--- config.mk ---
export PLATFORM = sky130hd
export DESIGN_NAME = lb_line_buffer
export DESIGN_NICKNAME = d
export VERILOG_FILES = /design/src/rtl/lb_pkg.sv /design/src/rtl/lb_lfsr.sv /design/src/rtl/lb_row_decode.sv /design/src/rtl/lb_store.sv /design/src/rtl/lb_line_buffer.sv
export SDC_FILE = /design/constraint.sdc
export NUM_CORES = 1
export LEC_CHECK = 0
export BUFFER_PORTS_ARGS = -buffer_cell sky130_fd_sc_hd__buf_4
export CAP_MARGIN = 20
export CORE_UTILIZATION = 40
export DETAILED_ROUTE_END_ITERATION = 8
export PLACE_DENSITY = 0.58
export SYNTH_ARGS = -nofsm -noshare
export SYNTH_HDL_FRONTEND = slang
export SYNTH_SLANG_ARGS = --single-unit
--- constraint.sdc ---
create_clock -name clk -period 3.14 [get_ports clk]
set_input_delay 0.157 -clock clk [delete_from_list [all_inputs] [get_ports clk]]
set_output_delay 0.157 -clock clk [all_outputs]
set_load 0.05 [all_outputs]
--- src/rtl/lb_pkg.sv ---
package lb_pkg;
  localparam int LFSR_W = 6;
  localparam int LFSR_PERIOD = (1 << LFSR_W) - 1;
  localparam logic [LFSR_W-1:0] LFSR_TAPS = 6'b110000;
  localparam logic [LFSR_W-1:0] LFSR_SEED = 6'b000001;

  // one shift of the pointer: feedback from the tapped bits enters at bit 0
  function automatic logic [LFSR_W-1:0] lfsr_step(input logic [LFSR_W-1:0] s);
    return {s[LFSR_W-2:0], ^(s & LFSR_TAPS)};
  endfunction

  // state of the pointer after k steps from the seed
  function automatic logic [LFSR_W-1:0] lfsr_state_at(input int k);
    logic [LFSR_W-1:0] s;
    s = LFSR_SEED;
    for (int i = 0; i < LFSR_PERIOD; i++) begin
      if (i < k) s = lfsr_step(s);
    end
    return s;
  endfunction
endpackage

--- src/rtl/lb_lfsr.sv ---
module lb_lfsr
  import lb_pkg::*;
(
  input  logic              clk,
  input  logic              rst_n,
  input  logic              restart,
  input  logic              step,
  output logic [LFSR_W-1:0] state
);
  always_ff @(posedge clk or negedge rst_n) begin
    if (!rst_n)       state <= LFSR_SEED;
    else if (restart) state <= LFSR_SEED;
    else if (step)    state <= lfsr_step(state);
  end
endmodule

--- src/rtl/lb_row_decode.sv ---
module lb_row_decode
  import lb_pkg::*;
#(
  parameter int DEPTH = 48,
  parameter int ROW_W = 6
) (
  input  logic [LFSR_W-1:0] state,
  output logic [DEPTH-1:0]  sel,
  output logic [ROW_W-1:0]  idx,
  output logic              hit
);
  // one comparator per physical row, matched against the state visited k-th
  for (genvar g = 0; g < DEPTH; g++) begin : g_row
    localparam logic [LFSR_W-1:0] ROW_STATE = lfsr_state_at(g);
    assign sel[g] = (state == ROW_STATE);
  end

  always_comb begin
    idx = '0;
    for (int g = 0; g < DEPTH; g++) begin
      if (sel[g]) idx = idx | ROW_W'(g);
    end
  end

  assign hit = |sel;
endmodule

--- src/rtl/lb_store.sv ---
module lb_store #(
  parameter int DATA_W = 8,
  parameter int DEPTH  = 48,
  parameter int ROW_W  = 6
) (
  input  logic              clk,
  input  logic              rst_n,
  input  logic              we,
  input  logic              re,
  input  logic [ROW_W-1:0]  addr,
  input  logic [DATA_W-1:0] wdata,
  output logic [DATA_W-1:0] rdata
);
  logic [DATA_W-1:0] mem [DEPTH];

  always_ff @(posedge clk) begin
    if (we) mem[addr] <= wdata;
  end

  always_ff @(posedge clk or negedge rst_n) begin
    if (!rst_n)  rdata <= '0;
    else if (re) rdata <= mem[addr];
  end
endmodule

--- src/rtl/lb_line_buffer.sv ---
module lb_line_buffer
  import lb_pkg::*;
#(
  parameter int DATA_W = 8,
  parameter int DEPTH  = 48
) (
  input  logic              clk,
  input  logic              rst_n,
  input  logic              line_start,
  input  logic              first_line,
  input  logic              adv,
  input  logic [DATA_W-1:0] wr_data,
  output logic [DATA_W-1:0] rd_data
);
  localparam int ROW_W = (DEPTH > 1) ? $clog2(DEPTH) : 1;

  logic [LFSR_W-1:0] lfsr_q;
  logic [DEPTH-1:0]  row_sel;
  logic [ROW_W-1:0]  row_idx;
  logic              row_hit;
  logic              step_ok;
  logic              wr_fire;
  logic              rd_fire;

  // a line start overrides any strobe; a decoder miss means the line is used up
  assign step_ok = adv & ~line_start & row_hit;
  assign wr_fire = step_ok & first_line;
  assign rd_fire = step_ok & ~first_line;

  lb_lfsr u_ptr (
    .clk     (clk),
    .rst_n   (rst_n),
    .restart (line_start),
    .step    (step_ok),
    .state   (lfsr_q)
  );

  lb_row_decode #(.DEPTH(DEPTH), .ROW_W(ROW_W)) u_dec (
    .state (lfsr_q),
    .sel   (row_sel),
    .idx   (row_idx),
    .hit   (row_hit)
  );

  lb_store #(.DATA_W(DATA_W), .DEPTH(DEPTH), .ROW_W(ROW_W)) u_mem (
    .clk   (clk),
    .rst_n (rst_n),
    .we    (wr_fire),
    .re    (rd_fire),
    .addr  (row_idx),
    .wdata (wr_data),
    .rdata (rd_data)
  );
endmodule

==> impl_metrics.json <==
{
  "synth_fp_nets": 1074,
  "required_ns": 3.56,
  "nets": 1347,
  "slew_headroom_pct": 57.6,
  "skew_ns": 0.0198,
  "portBuffers": 20,
  "drive_above_1_share_pct": 39.5,
  "fillers": 3197,
  "netlist_area_sq_um": 16700,
  "drv_slew": 0,
  "rsz0062_at_grt": "true",
  "cts_tree": "done",
  "wl_per_cell_microns": 24.6,
  "first_pass_iters": 5,
  "ys_ff_latch": 398,
  "cp-start-kind": "register",
  "preCtsSetupSlack_ns": -0.647,
  "synthFlopType": "edfxtp_1",
  "gp_congestion": 0.916,
  "violations": "negative setup slack",
  "power_density_nw_per_um2": 735,
  "cts_sinks": 398,
  "reg2reg_depth": 15,
  "syn_inst": 1057,
  "ys_types": 78,
  "synthTopCellsByArea": "edfxtp_1 (69%), mux2i_1 (8.7%), o22ai_1 (2.4%), dfrtp_1 (2.0%), nor2_1 (1.3%)",
  "tns_ns": -7.87,
  "vias_per_cell": 5.61,
  "finalSetupViolations": 124,
  "ios": 21,
  "routed-via-count": 10600,
  "status": "complete, but fails checks",
  "drtAntennaViolNets": 0,
  "synth_warnings": 0,
  "grt.total_usage_pct": 21.9,
  "synth_top_cell_by_area": "edfxtp_1",
  "cts_root_buf": "clkbuf_16",
  "mostFrequentLayoutCell": "edfxtp_1",
  "arrival_ns": 3.96,
  "drc": 0,
  "area_delta_synth_final_pct": 34.9,
  "num_rows": 74,
  "finalCritPeriodShare_pct": 113,
  "worst-setup-path-type": "reg -> reg",
  "peakVddDrop_mv": 0.487,
  "htree_levels": 2,
  "clk_latency_ns": 0.55,
  "fp.coreArea_sq_um": 40900,
  "grt_pass1_vias": 10500,
  "die_w_microns": 206,
  "async_flop_share_pct": 3.52,
  "setup_slack_ns": -0.406,
  "p_total_mw": 16.5,
  "cap_violations": 0,
  "mostFrequentLayoutCells": "edfxtp_1 (384), buf_4 (193), mux2i_1 (128)",
  "die_h_microns": 206,
  "leakagePower_nw": 8.34,
  "cts-buffers-inserted": 42,
  "multi_input_area_sq_um": 5330,
  "cts_buffer_depth": 3,
  "die-area_sq_um": 42500,
  "worst_slew_pin_slew_ns": 0.636,
  "initial_core_util_pct": 40.7,
  "antenna_cells": 0,
  "drt_iter0_drc": 897,
  "timing.fmax_mhz": 282,
  "hp-class": "in -> async",
  "worstPathMaxFanout": 8,
  "synth_top_area_share_pct": 69.2,
  "worst_setup_path_end_kind": "register",
  "grt_overflow": 0,
  "synth_edf_count": 384,
  "grt_max_degree": 49,
  "seqCellArea_sq_um": 11900,
  "post-route-min-period_ns": 3.55,
  "dp_hpwl_microns": 28400,
  "avgSynthCellArea_sq_um": 15.8,
  "antenna_found_initial": 1,
  "clk_pin_slew_ns": 0.07,
  "grt_pass1_wl_microns": 68000,
  "rrSetupSlack_ns": -0.41,
  "routed_wl_microns": 46600,
  "hold_viol": 0,
  "ys_seq_area_share_pct": 71.4
}
## cells in the mapped netlist (11+ instances only)
cell type	instances
edfxtp_1	384
mux2i_1	144
o22ai_1	64
nor2_1	57
nand2_1	54
o21ai_0	33
a21oi_1	28
buf_2	28
buf_4	16
dfrtp_1	13
nor2b_1	12
clkbuf_1	11
nand2b_1	11
nor3_1	11
## layer usage
metal | part of all wire (%) | vias up | global-route usage, %
met2 | 47 | 404 | 34.7
met3 | 7.3 | 86 | 4.48
met5 | 0.028 | - | 0
met4 | 2.7 | 2 | 6.22
li1 | - | 4775 | -
met1 | 43 | 5359 | 30.5
## stage by stage
stage          util [%]  instance area (sq um)  hold slack (ns)  cells
4_1_cts            53.2                  21800           0.0170   1872
2_1_floorplan         -                  16700           -0.139   1057
3_3_place_gp       46.4                  19000           0.0354   1748
3_5_place_dp       46.4                  19000           0.0365   1749
5_1_grt            54.9                  22500           0.0268   1894
6_report           54.9                  22500           0.0224   1894
## state kept, by name (all words and copies together), names as in the netlist
signal and cells:
u_ptr.state 6, u_mem.mem 384, u_mem.rdata 8
## cell type report
type                       count  share of cell area, %
clock buffer                  49                   4.89
clock inverter                27                   1.56
inverter                       4                 0.0891
multi-input combinational    590                   23.7
sequential                   398                   52.9
tap                          532                   2.96
timing repair buffer         294                   13.9
## cells by family after synthesis
group / count (synthesis) / share of synthesized area (%)
buffers and inverters: 70 / 2.60
adder cells (fa/ha/maj): 4 / 0.301
AO/OA/AOI/OAI: 224 / 9.21
flip-flops: 398 / 71.4
XOR/XNOR: 1 / 0.0526
AND/OR/NAND/NOR: 201 / 6.40
multiplexers: 159 / 10.1
## critical path, cell delays in order (launching register included)
cell	delay, ns
dfrtp_2	0.44
inv_4	0.07
ha_4	0.19
o211ai_1	0.18
o21ai_1	0.09
a222oi_1	0.42
buf_4	0.24
o2111a_4	0.25
buf_12	0.15
buf_12	0.14
buf_4	0.11
mux2i_1	0.20
o22ai_2	0.12
o31ai_1	0.28
a31oi_1	0.14
o32a_1	0.39
## where the power goes
| group | switching (mW) | total (mW) | internal [mW] |
|---|---|---|---|
| Sequential | 0.0774 | 6.00 | 5.92 |
| Clock | 2.03 | 5.20 | 3.17 |
| Combinational | 2.97 | 5.32 | 2.35 |
| Total | 5.08 | 16.5 | 11.4 |
## repair_timing
item / CTS / global route
setup buffers: 39 / 24
hold buffers: 2 / 0
endpoints found under the setup margin: 384 / 391
endpoints found under the hold margin: 20 / 0
cloned: 10 / 0
gates resized for setup: 180 / 100
pin swaps: 63 / 56
## worst paths after layout
path	startpoint	to
max	u_ptr.state[5]	u_mem.rdata[3]
max in group asynchronous	rst_n	u_ptr.state[0]
max reg2reg	u_ptr.state[5]	u_mem.rdata[3]
min	rst_n	u_ptr.state[5]
min in group clk	first_line	u_mem.rdata[6]
min reg2reg	u_mem.rdata[4]	u_mem.rdata[4]
Note: power is estimated with default switching activity, not from simulation.
